`config.mk`:
```
export PLATFORM = sky130hd
export DESIGN_NAME = clk_stop_gate
export DESIGN_NICKNAME = d
export VERILOG_FILES = /design/src/rtl/clk_stop_pkg.sv /design/src/rtl/stop_sync.sv /design/src/rtl/run_ctrl.sv /design/src/rtl/gate_cell.sv /design/src/rtl/clk_stop_gate.sv
export SDC_FILE = /design/constraint.sdc
export NUM_CORES = 1
export LEC_CHECK = 0
export ABC_AREA = 0
export BUFFER_PORTS_ARGS = -buffer_cell sky130_fd_sc_hd__buf_2
export CORE_MARGIN = 8
export CORE_UTILIZATION = 45
export CTS_CLUSTER_DIAMETER = 120
export DETAILED_ROUTE_END_ITERATION = 8
export HOLD_SLACK_MARGIN = 0.05
export PLACE_DENSITY_LB_ADDON = 0.1
export SETUP_SLACK_MARGIN = 0.3
export SLEW_MARGIN = 5
export SYNTH_ARGS = -nofsm -noshare
export SYNTH_HDL_FRONTEND = slang
export SYNTH_SLANG_ARGS = --single-unit
```
`constraint.sdc`:
```
create_clock -name clk_i -period 1.9 [get_ports clk_i]
set_input_delay 0.19 -clock clk_i [delete_from_list [all_inputs] [get_ports clk_i]]
set_output_delay 0.19 -clock clk_i [all_outputs]
set_load 0.005 [all_outputs]
```
`src/rtl/clk_stop_pkg.sv`:
```
// Shared types for the clock stop gate.
// Assumes: nothing beyond IEEE 1800-2017.
package clk_stop_pkg;

    // Run state of a clock group
    typedef enum logic {
        GRP_HALT = 1'b0,
        GRP_RUN  = 1'b1
    } grp_state_e;

endpackage

```
`src/rtl/stop_sync.sv`:
```
// Synchronizer chain for the asynchronous active-low stop request.
// Assumes: STAGES >= 1; the output idles at "no request" while in reset.
module stop_sync #(
    parameter int STAGES = 2
) (
    input  logic clk_i,
    input  logic rst_n,
    input  logic req_n_i,
    output logic stop_o
);

    logic [STAGES-1:0] chain_q;

    generate
        if (STAGES == 1) begin : g_single
            // Single-stage capture of the raw request
            always_ff @(posedge clk_i) begin
                if (!rst_n) chain_q <= 1'b1;
                else        chain_q <= req_n_i;
            end
        end else begin : g_multi
            // Shift the raw request through the chain
            always_ff @(posedge clk_i) begin
                if (!rst_n) chain_q <= '1;
                else        chain_q <= {chain_q[STAGES-2:0], req_n_i};
            end
        end
    endgenerate

    assign stop_o = ~chain_q[STAGES-1];

endmodule

```
`src/rtl/run_ctrl.sv`:
```
// Group run controller: decides when the group stops and restarts,
// deferring a stop until MIN_RUN pulses have been delivered.
// Assumes: stop_i is already synchronized to clk_i; MIN_RUN >= 1.
module run_ctrl
    import clk_stop_pkg::*;
#(
    parameter int MIN_RUN = 100
) (
    input  logic clk_i,
    input  logic rst_n,
    input  logic stop_i,
    output logic run_o
);

    localparam int CNT_W = (MIN_RUN > 1) ? $clog2(MIN_RUN) : 1;
    localparam logic [CNT_W-1:0] CNT_LAST = CNT_W'(MIN_RUN - 1);

    grp_state_e       state_q;
    logic [CNT_W-1:0] run_cnt_q;

    // State and minimum-run counter update
    always_ff @(posedge clk_i) begin
        if (!rst_n) begin
            state_q   <= GRP_RUN;
            run_cnt_q <= '0;
        end else if (state_q == GRP_RUN) begin
            if (stop_i && run_cnt_q >= CNT_LAST) begin
                state_q <= GRP_HALT;
            end else if (run_cnt_q < CNT_LAST) begin
                run_cnt_q <= run_cnt_q + CNT_W'(1);
            end
        end else if (!stop_i) begin
            state_q   <= GRP_RUN;
            run_cnt_q <= '0;
        end
    end

    assign run_o = (state_q == GRP_RUN);


    min_run_chk: assert property (@(posedge clk_i) disable iff (!rst_n)
        $fell(run_o) |-> ($past(run_cnt_q) >= CNT_LAST));


    stop_cause_chk: assert property (@(posedge clk_i) disable iff (!rst_n)
        $fell(run_o) |-> $past(stop_i));


    restart_cause_chk: assert property (@(posedge clk_i) disable iff (!rst_n)
        $rose(run_o) |-> !$past(stop_i));

endmodule

```
`src/rtl/gate_cell.sv`:
```
// One glitch-free clock gate: enable captured on the falling edge,
// ANDed with the source clock so high phases are never cut.
// Assumes: allow_i is stable around falling edges (it comes from
// rising-edge logic); mask_i may change at any time outside a falling edge.
module gate_cell (
    input  logic clk_i,
    input  logic rst_n,
    input  logic allow_i,
    input  logic mask_i,
    output logic gclk_o
);

    logic en_q;

    // Capture the enable while the source clock is low
    always_ff @(negedge clk_i) begin
        if (!rst_n) en_q <= 1'b0;
        else        en_q <= allow_i & mask_i;
    end

    assign gclk_o = clk_i & en_q;


    park_low_chk: assert property (@(negedge clk_i) disable iff (!rst_n)
        !(allow_i && mask_i) |=> !gclk_o);

endmodule

```
`src/rtl/clk_stop_gate.sv`:
```
// Top of the clock group stop gate: synchronizer, run controller and
// one gate cell per output.
// Assumes: one source clock for the whole group; reset is synchronous.
module clk_stop_gate #(
    parameter int N_OUT       = 4,
    parameter int SYNC_STAGES = 2,
    parameter int MIN_RUN     = 100
) (
    input  logic             clk_i,
    input  logic             rst_n,
    input  logic             stop_req_n,
    input  logic [N_OUT-1:0] out_en_mask,
    output logic [N_OUT-1:0] gclk_o,
    output logic             stopped_o
);

    logic stop_s;
    logic run_w;

    stop_sync #(.STAGES(SYNC_STAGES)) sync_i (
        .clk_i   (clk_i),
        .rst_n   (rst_n),
        .req_n_i (stop_req_n),
        .stop_o  (stop_s)
    );

    run_ctrl #(.MIN_RUN(MIN_RUN)) ctrl_i (
        .clk_i  (clk_i),
        .rst_n  (rst_n),
        .stop_i (stop_s),
        .run_o  (run_w)
    );

    generate
        for (genvar g = 0; g < N_OUT; g++) begin : g_gate
            gate_cell cell_i (
                .clk_i   (clk_i),
                .rst_n   (rst_n),
                .allow_i (run_w),
                .mask_i  (out_en_mask[g]),
                .gclk_o  (gclk_o[g])
            );
        end
    endgenerate

    assign stopped_o = ~run_w;


    reset_flag_chk: assert property (@(posedge clk_i)
        $past(!rst_n) |-> !stopped_o);

endmodule

```
* Word-level counts from Yosys, hierarchy flattened
Cells that the tools add are included.
** Cells by class
- $add $sub $neg :: 1
- Magnitude comparators :: 2
- Equality and inequality tests :: 2
- Multiplexer cells :: 7
- Bitwise logic cells :: 10
- Reduce and logical (&&, ||, !) cells :: 3
** Operators by type and width (count)
- 7-bit 2-to-1 mux :: 4
- 1-bit AND :: 8
- 7-bit by 1-bit adder with 7-bit output, second input constant :: 1
- 7-bit >= comparator, second input constant :: 1
- 7-bit less-than comparator, second input constant :: 1
- 2-bit != test, second input constant :: 2
- 1-bit 2-to-1 mux :: 3
- 3-bit AND reduction :: 1
- 1-bit NOT :: 2
- 2-bit nonzero test :: 1
- 1-bit logical AND :: 1
** Storage, ports and cells
- Register bits :: 14
- Input port bits :: 7
- Output and inout bits :: 5
- Logic and storage cells :: 32

* Logic depth before layout (Yosys ltp)
- Depth after elaboration :: 4
- Mapped depth :: 5
- Mapped depth without buffers :: 5

* By module
Synthesis repeated with hierarchy kept, for this count alone.
** Second synthesis, totals
- Cells, all modules :: 79
- Area total of the unflattened synthesis :: 656.9 µm²
** Modules (own cells, without submodules)
- run_ctrl :: instances 1, cells each 57, area an instance 451.7 µm², sequential area each 160.2 µm²
- gate_cell :: instances 4, cells each 4, area an instance 36.3 µm², sequential area each 20.0 µm²
- stop_sync :: instances 1, cells each 5, area an instance 56.3 µm², sequential area each 40.0 µm²
- clk_stop_gate :: instances 1, cells each 1, area an instance 3.8 µm², sequential area each 0.0 µm²

==> impl_summary.txt <==
----------------------------------------------------
[Outcome]
  Result of the run ... finished, violations left
  Violations in the final reports ... setup timing

[Clocking]
  Clock transition at the registers of the reported paths ... about 0.08 ns
  Clk_lat worst skew ... about 0.46 ns
  CTS tree ... built

[Logic synthesis]
  Fraction of the yosys area taken by sequential cells ... between 40% and 50%
  Main combinational cell family by area after synthesis ... simple AND/OR/NAND/NOR gates
  Multiplexer share of the synthesized area ... under 10%
  Synthesized area per cell ... ~8.9 sq um
  Xor and xnor area share after synthesis ... 0%
  Share of synthesized cell area in and, or, nand and nor gates ... approximately 25%
  Adder and majority gate portion of the synthesized area ... 1.89%
  Netlist cell types ... 29
  YS warnings ... 0
  Instance count of the mapped netlist ... 74
  Synthesized-area fraction occupied by ao, oa, aoi and oai cells ... about a fifth
  Cell area after synthesis ... 662 sq um
  Post-Syn Nets ... 82
  FF+latch count, synth ... 14

[Routing]
  Routed length on met3 ... about 120 um
  Wire length after detailed routing ... between 1000 and 1500 um
  First-pass iteration count of the detailed router ... 4
  DRC violation count after routing ... 0
  Wire length per cell after detailed routing ... approximately 13 um
  Detailed-route via count ... between 500 and 600
  Highest metal layer with signal wires ... met4
  Routed length on met1 ... 609 um
  Post-detailed-route via-to-cell ratio ... 5.29
  Met2 Wirelength ... 654 um
  Antenna Violating Nets Remaining ... 0
  Count of routing violations after the opening detailed-route iteration ... 13

[Die]
  CORE AREA ... 1440 sq um
  Row cnt ... 14
  Chip height ... around 54 um
  Area enclosed by the die boundary ... between 2000 and 3000 sq um
  Initial Util ... between 40% and 50%
  Chip width ... 54.4 um
  Number of top-level pins ... 12

[Run]
  Number of violations of the max-capacitance limit ... 0

[STA]
  Transition time at the pin with the least slew margin ... 0.345 ns
  Slew Limit Headroom ... 76.7%
  Setup repair after global routing missed its margin ... true
  Setup violation total in the final timing report ... 8
  Post-Route Hold Slack ... between 0.07 and 0.08 ns
  Number of endpoints with negative hold slack in the final report ... 0
  Final Skew ... between 0.07 and 0.08 ns
  Setup tns final ... -0.876 ns
  Crit path setup slack, layout ... -0.236 ns
  Slew Viols, Final ... 0

[Critical path]
  Data required time of the critical path ... between 1.5 and 2 ns
  Slack of the worst reg-to-reg path ... between 0.3 and 0.4 ns
  Data arrival time of the critical path ... 1.95 ns
  Worst setup EP type ... output pin
  Largest stage delay on the critical path ... approximately 0.29 ns
  Crit start category ... flip-flop
  Worst Setup Path Type ... reg -> out
  Slowest stage cell on the critical path ... sky130_fd_sc_hd__dfxtp_1
  Kind of cell with the highest combined delay on the critical path ... flip-flops
  Sequence of cells on the critical path ... and2_1 > buf_2
  Number of buffer and inverter instances along the worst setup path ... 1
  Peak fanout along the critical path ... 1

[Placement]
  Pre-CTS WS ... about 0.25 ns
  RD Place Congestion ... between 0.7 and 0.8
  # port buffers ... 11
  Total instance count after detailed placement ... between 90 and 100
  Final HPWL DP ... between 900 and 1000 um

[GRT]
  Largest net degree at the start of global routing ... 11
  First-pass GRT wire length ... 2190 um
  Remaining Overflow, GRT ... 0
  Antenna violations before repair ... 0
  Combined global-route utilization of all metal layers ... a little over a tenth
  Number of global-route vias before repair ... a little under 600

[Power and ir drop]
  Maximum vdd ir drop ... roughly 660 uV
  Pwr per Cell Area ... about 870 nW/um^2
  Static Leak ... between 0.3 and 0.4 nW

[Layout]
  Net total in the final layout ... 104
  Post-layout instance count excluding filler cells ... 111
  Number of fill cells in the layout ... approximately 140
  Fraction of final layout cells with drive strength greater than 1 ... roughly 28%
  Antenna Cells ... 0
  Layout Area Growth over Synthesis ... 27.2%

[Min path]
  Hold Crit Class ... in -> reg

----------------------------------------------------
==> layout by cell type (no fill, tap or decap), types with 2 or more instances in the layout <==
master,instances
sky130_fd_sc_hd__buf_4,2
sky130_fd_sc_hd__o21ai_0,3
sky130_fd_sc_hd__nand2b_1,2
sky130_fd_sc_hd__o2111ai_1,2
sky130_fd_sc_hd__buf_2,11
sky130_fd_sc_hd__and3_1,4
sky130_fd_sc_hd__inv_1,11
sky130_fd_sc_hd__o22ai_1,2
sky130_fd_sc_hd__or4_1,2
sky130_fd_sc_hd__nand2_1,5
sky130_fd_sc_hd__clkbuf_4,7
sky130_fd_sc_hd__dfxtp_1,12
sky130_fd_sc_hd__o211ai_1,2
sky130_fd_sc_hd__nand3_1,4
sky130_fd_sc_hd__and2_1,6
sky130_fd_sc_hd__dfxtp_2,2
==> through the flow <==
stage	util, %	cell area, sq um	total power (W)
3_3_place_gp	49.5	711	0.000413
4_1_cts	57.1	820	0.000745
2_1_floorplan	-	672	0.000412
6_report	58.6	842	0.000731
5_1_grt	58.6	842	0.000785
3_5_place_dp	49.5	711	0.000414
==> worst register-to-register path, stage by stage, from the launching register on <==
cell and delay (ns):
sky130_fd_sc_hd__dfxtp_2 0.35, sky130_fd_sc_hd__a2111o_1 0.46, sky130_fd_sc_hd__and3_4 0.22, sky130_fd_sc_hd__o21ai_4 0.18, sky130_fd_sc_hd__o2bb2a_1 0.23
==> area by class of cell <==
cell class                      instances  area (sq um)  area share (%)
Multi-Input combinational cell         47           342            40.6
Sequential cell                        14           283            33.6
Timing Repair Buffer                   11          80.1            9.51
Clock buffer                           12          76.3            9.06
Inverter                                7          26.3            3.12
Tap cell                               16          20.0            2.38
Clock inverter                          4          15.0            1.78
==> worst paths after layout <==
path	start	to	cells after the start
max	g_gate[0].cell_i.en_q	gclk_o[0]	2
max reg2reg	ctrl_i.run_cnt_q[1]	ctrl_i.run_cnt_q[3]	4
min reg2reg	sync_i.chain_q[0]	sync_i.chain_q[1]	1
min	rst_n	ctrl_i.run_o	2
==> sequential cells by signal, summed over array words and instances (netlist names) <==
name and cells:
ctrl_i.run_cnt_q 7, g_gate.cell_i.en_q 4, ctrl_i.run_o 1, sync_i.chain_q 2
==> cell families after synthesis <==
family / Yosys count
adders and majority gates: 1
AOI/OAI and AO/OA: 16
and+or+nand+nor: 29
buffers and inverters: 13
muxes: 1
DFF: 14
==> where the power goes <==
part	switching (W)	internal [W]	total, W
combinational	0.0000192	0.0000208	0.0000401
sequential	0.0000107	0.000306	0.000317
clock	0.000161	0.000213	0.000374
==> metal layers <==
layer  up-vias  GRT usage (%)
met2        18           14.1
met4         0           9.84
met1       262           10.7
li1        305              -
met3         2           8.70
met5         -              0
==> synth_stat cells <==
| library cell | n | area share, % |
|---|---|---|
| sky130_fd_sc_hd__a2111o_1 | 1 | 1.7 |
| sky130_fd_sc_hd__a21o_1 | 1 | 1.1 |
| sky130_fd_sc_hd__a21oi_1 | 1 | 0.76 |
| sky130_fd_sc_hd__a2bb2oi_1 | 1 | 1.3 |
| sky130_fd_sc_hd__and2_1 | 6 | 5.7 |
| sky130_fd_sc_hd__and3_1 | 4 | 3.8 |
| sky130_fd_sc_hd__and3_4 | 1 | 1.7 |
| sky130_fd_sc_hd__buf_4 | 4 | 4.5 |
| sky130_fd_sc_hd__clkbuf_1 | 1 | 0.57 |
| sky130_fd_sc_hd__dfxtp_1 | 14 | 42 |
| sky130_fd_sc_hd__ha_1 | 1 | 1.9 |
| sky130_fd_sc_hd__inv_1 | 8 | 4.5 |
| sky130_fd_sc_hd__mux2i_1 | 1 | 1.5 |
| sky130_fd_sc_hd__nand2_1 | 5 | 2.8 |
| sky130_fd_sc_hd__nand2b_1 | 2 | 1.9 |
| sky130_fd_sc_hd__nand3_1 | 4 | 3.0 |
| sky130_fd_sc_hd__nand4_1 | 1 | 0.95 |
| sky130_fd_sc_hd__nor2_1 | 1 | 0.57 |
| sky130_fd_sc_hd__nor2b_1 | 1 | 0.95 |
| sky130_fd_sc_hd__nor3_1 | 1 | 0.76 |
| sky130_fd_sc_hd__nor4_1 | 1 | 0.95 |
| sky130_fd_sc_hd__o2111ai_1 | 2 | 2.6 |
| sky130_fd_sc_hd__o211ai_1 | 2 | 2.3 |
| sky130_fd_sc_hd__o21ai_0 | 3 | 2.3 |
| sky130_fd_sc_hd__o21ai_4 | 1 | 2.5 |
| sky130_fd_sc_hd__o221ai_1 | 1 | 1.3 |
| sky130_fd_sc_hd__o22ai_1 | 2 | 1.9 |
| sky130_fd_sc_hd__o2bb2a_1 | 1 | 1.5 |
| sky130_fd_sc_hd__or4_1 | 2 | 2.3 |
==> what timing repair did <==
action / 4_1_cts / 5_1_grt
buffers inserted: 2 / 0
pin swaps: 1 / 2
resized for setup: 1 / 5
hold buffers: 1 / 0
endpoints found under the setup margin: 9 / 15
endpoints found under the hold margin: 1 / 0
Power figures use the tool's default switching activity.
